===== src/rtl/i2c_rx_pkg.sv =====
package i2c_rx_pkg;

    localparam int REG_W      = 8;
    localparam int FILT_LSB   = 0;
    localparam int FILT_W     = 2;
    localparam int ACKR_BIT   = 2;
    localparam int ACKT_BIT   = 3;
    localparam int ACKWE_BIT  = 4;
    localparam int EARLY_BIT  = 5;
    localparam int HOLD_BIT   = 6;
    localparam int SMB_BIT    = 7;

    typedef struct packed {
        logic [FILT_W-1:0] filt;
        logic              ackt;
        logic              early;
        logic              hold_between;
        logic              smb;
    } cfg_t;

    typedef struct packed {
        logic scl_rise;
        logic scl_fall;
        logic bus_cond;
    } line_ev_t;

endpackage


===== src/rtl/i2c_rx_line_events.sv =====
module i2c_rx_line_events
    import i2c_rx_pkg::*;
(
    input  logic     clk,
    input  logic     rst_n,
    input  logic     scl_in,
    input  logic     sda_in,
    output line_ev_t ev
);

    typedef struct packed {
        logic scl;
        logic sda;
    } prev_t;

    prev_t prev_d, prev_q;

    always_comb begin
        prev_d     = prev_q;
        prev_d.scl = scl_in;
        prev_d.sda = sda_in;

        ev.scl_rise = scl_in & ~prev_q.scl;
        ev.scl_fall = ~scl_in & prev_q.scl;
        // SDA moving while SCL stays high marks START or STOP
        ev.bus_cond = scl_in & prev_q.scl & (sda_in ^ prev_q.sda);
    end

    always_ff @(posedge clk or negedge rst_n) begin
        if (!rst_n) begin
            prev_q <= '{scl: 1'b1, sda: 1'b1};
        end else begin
            prev_q <= prev_d;
        end
    end

endmodule


===== src/rtl/i2c_rx_cfg_reg.sv =====
module i2c_rx_cfg_reg
    import i2c_rx_pkg::*;
(
    input  logic             clk,
    input  logic             rst_n,
    input  logic             wr,
    input  logic [REG_W-1:0] wdata,
    input  logic             ackr_load,
    input  logic             ackr_val,
    output cfg_t             cfg,
    output logic [REG_W-1:0] rdata
);

    typedef struct packed {
        cfg_t cfg;
        logic ackr;
    } reg_state_t;

    reg_state_t st_d, st_q;

    always_comb begin
        st_d = st_q;
        if (wr) begin
            st_d.cfg.filt         = wdata[FILT_LSB +: FILT_W];
            st_d.cfg.early        = wdata[EARLY_BIT];
            st_d.cfg.hold_between = wdata[HOLD_BIT];
            st_d.cfg.smb          = wdata[SMB_BIT];
            if (wdata[ACKWE_BIT]) begin
                st_d.cfg.ackt = wdata[ACKT_BIT];
            end
        end
        if (ackr_load) begin
            st_d.ackr = ackr_val;
        end

        rdata                       = '0;
        rdata[FILT_LSB +: FILT_W]   = st_q.cfg.filt;
        rdata[ACKR_BIT]             = st_q.ackr;
        rdata[ACKT_BIT]             = st_q.cfg.ackt;
        rdata[EARLY_BIT]            = st_q.cfg.early;
        rdata[HOLD_BIT]             = st_q.cfg.hold_between;
        rdata[SMB_BIT]              = st_q.cfg.smb;

        cfg = st_q.cfg;
    end

    always_ff @(posedge clk or negedge rst_n) begin
        if (!rst_n) begin
            st_q <= '0;
        end else begin
            st_q <= st_d;
        end
    end

    assert_ackt_locked_R3: assert property (@(posedge clk) disable iff (!rst_n)
        (wr && !wdata[ACKWE_BIT]) |=> $stable(st_q.cfg.ackt));

    assert_ackr_readonly_R4: assert property (@(posedge clk) disable iff (!rst_n)
        (wr && !ackr_load) |=> $stable(st_q.ackr));

endmodule


===== src/rtl/i2c_rx_byte_engine.sv =====
module i2c_rx_byte_engine
    import i2c_rx_pkg::*;
#(
    parameter int BITS = 8
) (
    input  logic            clk,
    input  logic            rst_n,
    input  line_ev_t        ev,
    input  logic            sda_in,
    input  logic            early,
    input  logic            hold_between,
    input  logic            ackt,
    input  logic            data_rd,
    output logic [BITS-1:0] rx_data,
    output logic            rx_full,
    output logic            scl_low,
    output logic            sda_low,
    output logic            ackr_load,
    output logic            ackr_val
);

    localparam int CNT_W = $clog2(BITS + 2);
    localparam logic [CNT_W-1:0] LAST_DATA = CNT_W'(BITS - 1);
    localparam logic [CNT_W-1:0] DATA_DONE = CNT_W'(BITS);
    localparam logic [CNT_W-1:0] ACK_DONE  = CNT_W'(BITS + 1);

    typedef struct packed {
        logic [CNT_W-1:0] cnt;
        logic [BITS-1:0]  shreg;
        logic [BITS-1:0]  data;
        logic             full;
        logic             hold;
        logic             ack_phase;
    } eng_t;

    eng_t st_d, st_q;
    logic [BITS-1:0] shifted;

    always_comb begin
        st_d      = st_q;
        ackr_load = 1'b0;
        ackr_val  = sda_in;
        shifted   = {st_q.shreg[BITS-2:0], sda_in};

        if (data_rd) begin
            st_d.full = 1'b0;
            st_d.hold = 1'b0;
        end

        if (ev.bus_cond) begin
            st_d.cnt       = '0;
            st_d.hold      = 1'b0;
            st_d.ack_phase = 1'b0;
        end else if (ev.scl_rise) begin
            if (st_q.cnt < DATA_DONE) begin
                st_d.shreg = shifted;
                st_d.cnt   = st_q.cnt + 1'b1;
                if (st_q.cnt == LAST_DATA && early) begin
                    st_d.full = 1'b1;
                    st_d.data = shifted;
                end
            end else if (st_q.cnt == DATA_DONE) begin
                st_d.cnt  = ACK_DONE;
                ackr_load = 1'b1;
                if (!early) begin
                    st_d.full = 1'b1;
                    st_d.data = st_q.shreg;
                end
            end
        end else if (ev.scl_fall) begin
            if (st_q.cnt == DATA_DONE) begin
                st_d.ack_phase = 1'b1;
                if (early) begin
                    st_d.hold = 1'b1;
                end
            end else if (st_q.cnt == ACK_DONE) begin
                st_d.ack_phase = 1'b0;
                st_d.cnt       = '0;
                if (hold_between) begin
                    st_d.hold = 1'b1;
                end
            end
        end

        rx_data = st_q.data;
        rx_full = st_q.full;
        scl_low = st_q.hold;
        sda_low = st_q.ack_phase & ~ackt;
    end

    always_ff @(posedge clk or negedge rst_n) begin
        if (!rst_n) begin
            st_q <= '0;
        end else begin
            st_q <= st_d;
        end
    end

    assert_flag_after_rise_R5: assert property (@(posedge clk) disable iff (!rst_n)
        $rose(st_q.full) |-> $past(ev.scl_rise));

    assert_hold_on_fall_R6: assert property (@(posedge clk) disable iff (!rst_n)
        $rose(st_q.hold) |-> $past(ev.scl_fall));

    assert_read_releases_R10: assert property (@(posedge clk) disable iff (!rst_n)
        (data_rd && !ev.scl_fall) |=> (!scl_low && !rx_full));

    assert_cond_clears_R11: assert property (@(posedge clk) disable iff (!rst_n)
        ev.bus_cond |=> (st_q.cnt == '0 && !st_q.hold));

endmodule


===== src/rtl/i2c_byte_rx_ack.sv =====
module i2c_byte_rx_ack
    import i2c_rx_pkg::*;
#(
    parameter int BITS_PER_BYTE = 8
) (
    input  logic                     clk,
    input  logic                     rst_n,
    input  logic                     scl_in,
    input  logic                     sda_in,
    input  logic                     reg_wr,
    input  logic [REG_W-1:0]         reg_wdata,
    input  logic                     data_rd,
    output logic [REG_W-1:0]         reg_rdata,
    output logic [BITS_PER_BYTE-1:0] rx_data,
    output logic                     rx_full,
    output logic                     scl_drive_low,
    output logic                     sda_drive_low,
    output logic [FILT_W-1:0]        filt_sel,
    output logic                     smbus_sel
);

    line_ev_t ev;
    cfg_t     cfg;
    logic     ackr_load;
    logic     ackr_val;

    i2c_rx_line_events u_events (
        .clk    (clk),
        .rst_n  (rst_n),
        .scl_in (scl_in),
        .sda_in (sda_in),
        .ev     (ev)
    );

    i2c_rx_cfg_reg u_cfg (
        .clk       (clk),
        .rst_n     (rst_n),
        .wr        (reg_wr),
        .wdata     (reg_wdata),
        .ackr_load (ackr_load),
        .ackr_val  (ackr_val),
        .cfg       (cfg),
        .rdata     (reg_rdata)
    );

    i2c_rx_byte_engine #(.BITS(BITS_PER_BYTE)) u_engine (
        .clk          (clk),
        .rst_n        (rst_n),
        .ev           (ev),
        .sda_in       (sda_in),
        .early        (cfg.early),
        .hold_between (cfg.hold_between),
        .ackt         (cfg.ackt),
        .data_rd      (data_rd),
        .rx_data      (rx_data),
        .rx_full      (rx_full),
        .scl_low      (scl_drive_low),
        .sda_low      (sda_drive_low),
        .ackr_load    (ackr_load),
        .ackr_val     (ackr_val)
    );

    assign filt_sel  = cfg.filt;
    assign smbus_sel = cfg.smb;

endmodule


===== config.mk =====
export PLATFORM = sky130hd
export DESIGN_NAME = i2c_byte_rx_ack
export DESIGN_NICKNAME = d
export VERILOG_FILES = /design/src/rtl/i2c_rx_pkg.sv /design/src/rtl/i2c_rx_line_events.sv /design/src/rtl/i2c_rx_cfg_reg.sv /design/src/rtl/i2c_rx_byte_engine.sv /design/src/rtl/i2c_byte_rx_ack.sv
export SDC_FILE = /design/constraint.sdc
export NUM_CORES = 1
export LEC_CHECK = 0
export ABC_AREA = 1
export CORE_MARGIN = 2
export CORE_UTILIZATION = 30
export DETAILED_ROUTE_END_ITERATION = 8
export GPL_TIMING_DRIVEN = 0
export SYNTH_ARGS = -nofsm -noshare
export SYNTH_HDL_FRONTEND = slang
export SYNTH_SLANG_ARGS = --single-unit

===== constraint.sdc =====
create_clock -name clk -period 2.12 [get_ports clk]
set_clock_uncertainty 0.15 [all_clocks]
set_input_delay 0.424 -clock clk [delete_from_list [all_inputs] [get_ports clk]]
set_output_delay 0.424 -clock clk [all_outputs]
set_load 0.02 [all_outputs]

==> metrics.yaml <==
run_status:
  outcome: "finished, final reports clean"
clock_network:
  cts_max_level: 2
  cts_made_buffers: 5
  cts_resized: 0
  cts_buffer_depth: 2
  root_buffer: "clkbuf_8"
  cts_sinks: 32
  cts_tree: "done"
  clk_pin_slew_ps: 60
  cts_hold_buffers: 0
  postCtsSetupRepairBufs: 0
  clk_latency_ps: 280
sta:
  worstMarginPinSlew_ps: 716
  min_period_ps: 2000
  hold_viol_final: 0
  maxSlewHeadroom: 0.523
  fin_crit_sh: 0.943
  drv_slew: 0
  rsz0062_at_grt: "false"
  max_freq_mhz: 500
  finalSetupViolCount: 0
worst_setup_path:
  cp-start-kind: "flop"
  crit_arrival_ps: 1430
  path_max_fanout: 4
  crit_family: "buffers and inverters"
  cp.depth: 2
  r2r_setup_slack_ps: 380
  cp.required_ps: 1550
  slowest_delay_ps: 580
  path_class: "reg -> out"
  worstSetupEndpointType: "output port"
  r2r_cells: 6
  cp.buffers_inverters: 2
  worstPathCellList: "buf_4 -> clkdlybuf4s50_1"
  slowest_stage: "clkdlybuf4s50_1"
synthesis:
  yosysTopAreaCellShare: 0.459
  synth_cell_type_count: 25
  seq_area_frac_synth: 0.491
  syn_area_sq_mm: 0.00164
  synth_nets: 217
  yosys.area.top_type: "dfrtp_1"
  yosysWarningCount: 0
  postSynthAreaPerCell_sq_um: 8.18
  synth.area.top_cells: "dfrtp_1, nand2_1, buf_4, inv_1, dfstp_2"
  synth_cells: 200
  ys_seq_elements: 32
layout:
  drive_gt1_frac: 0.155
  seqCellArea_sq_um: 803
  mostFrequentLayoutCells: "nand2_1, clkdlybuf4s50_1, dfrtp_1"
  n_fill_cell: 503
  multi_input_area_sq_um: 637
  postLayoutCellArea_sq_mm: 0.00212
  area_growth_syn_to_layout_pct: 29.4
  final_nets: 256
  final_common_cell: "nand2_1"
  diodes: 0
  final_util: 0.409
global_route:
  grt_start_max_net_pins: 33
  grt_pass1_wl_um: 5490
  grt_usage: 0.113
  grt_pass1_vias: 1261
  grt_overflow_total: 0
  antenna_found_initial: 0
placement:
  portBuffers: 32
  post_dp_cell_area_sq_mm: 0.00204
  place.gp.congestion: 0.741
  post-dp-hpwl_um: 2200
floorplan:
  coreArea_sq_mm: 0.00517
  die_w_um: 77.9
  dieArea_sq_mm: 0.00606
  io_pins: 36
  rows: 26
  start_util: 0.316
  die-height_um: 77.9
detailed_routing:
  via_per_inst: 4.12
  num_vias: 1274
  drc_errors: 0
  ant_nets: 0
  drt_iter0_drc: 45
  wl_per_cell_um: 9.80
  first_pass_iters: 4
  drt_wl_total_um: 3030
power_and_ir_drop:
  p_leak_nw: 1.08
  worst_ir_drop_vdd_mv: 0.259
  power_density_mw_per_mm2: 920
run:
  maxCapViolCount: 0
worst_hold_path:
  hold_path_class: "in -> async"
==> synthesized netlist by cell type <==
| cell type | number |
|---|---|
| nor3_4 | 1 |
| o21ai_2 | 1 |
| nor2_1 | 7 |
| dfrtp_1 | 30 |
| inv_1 | 19 |
| or2_2 | 1 |
| nand3_4 | 1 |
| nor3_1 | 1 |
| a21boi_0 | 1 |
| dfstp_2 | 2 |
| a21oi_1 | 5 |
| clkbuf_1 | 1 |
| conb_1 | 1 |
| nand2_1 | 84 |
| nand4_1 | 2 |
| buf_2 | 1 |
| a31oi_1 | 1 |
| mux2_2 | 4 |
| buf_4 | 15 |
| o21ai_0 | 7 |
| nor2_2 | 1 |
| nand3_1 | 8 |
| nor2_4 | 2 |
| inv_2 | 1 |
| ha_1 | 3 |
==> kinds of logic after synthesis <==
logic type,Yosys count,synth area share
AOI/OAI and AO/OA,15,0.0505
adders and majority gates,3,0.0229
buffers and inverters,37,0.120
DFF,32,0.491
muxes,4,0.0275
other,1,0.00229
and+or+nand+nor,108,0.286
==> stage by stage <==
| step | cells | power (mW) | hold WS (ps) | worst slack (ps) | setup TNS (ps) |
|---|---|---|---|---|---|
| finish | 309 | 1.95 | 43.4 | 120 | 0 |
| floorplan | 200 | 1.30 | -21.6 | 589 | 0 |
| global placement | 302 | 1.53 | 307 | -205 | -6100 |
| CTS | 309 | 1.97 | 71.3 | 98.2 | 0 |
| detailed placement | 302 | 1.53 | 313 | 75.3 | 0 |
| global route | 309 | 2.09 | 105 | 43.5 | 0 |
==> power by group <==
part           switching, mW  leakage (nW)  total (mW)  internal, mW
Combinational          0.325         0.632       0.609         0.284
Clock                  0.209        0.0410       0.431         0.223
Sequential             0.139         0.411       0.907         0.767
==> state kept, by name (all words and copies together) (netlist names) <==
name / flops
u_cfg.cfg: 6
u_cfg.rdata: 1
u_engine.rx_data: 8
u_engine.rx_full: 1
u_engine.scl_low: 1
u_engine.shifted: 7
u_engine.st_q: 6
u_events.prev_q: 2
==> cell type report <==
cell class / instances / share of cell area
plain buffers: 17 / 0.0573
clock buffers: 6 / 0.0343
clock inverters: 1 / 0.00236
inverters: 20 / 0.0355
multi-input cells: 131 / 0.301
flip-flops and latches: 32 / 0.379
well taps: 70 / 0.0414
repair buffers: 32 / 0.149
==> worst paths after layout <==
| kind | from | endpoint |
|---|---|---|
| worst max-delay path | u_cfg.cfg[2] | reg_rdata[5] |
| worst min-delay path | rst_n | u_engine.rx_data[6] |
| worst max register to register | u_engine.st_q[19] | u_engine.rx_full |
| worst min register to register | u_engine.rx_data[1] | u_engine.rx_data[1] |
| max in group asynchronous | rst_n | u_engine.shifted[5] |
| min in group clk | u_engine.rx_data[1] | u_engine.rx_data[1] |
==> per-layer routing <==
| metal | up-vias | global-route usage | wire, um |
|---|---|---|---|
| met4 | 0 | 0.0536 | 34 |
| met5 | - | 0 | 0 |
| met2 | 31 | 0.175 | 1300 |
| li1 | 678 | - | - |
| met1 | 561 | 0.145 | 1530 |
| met3 | 4 | 0.0314 | 171 |
(Power assumes the default switching activity.)
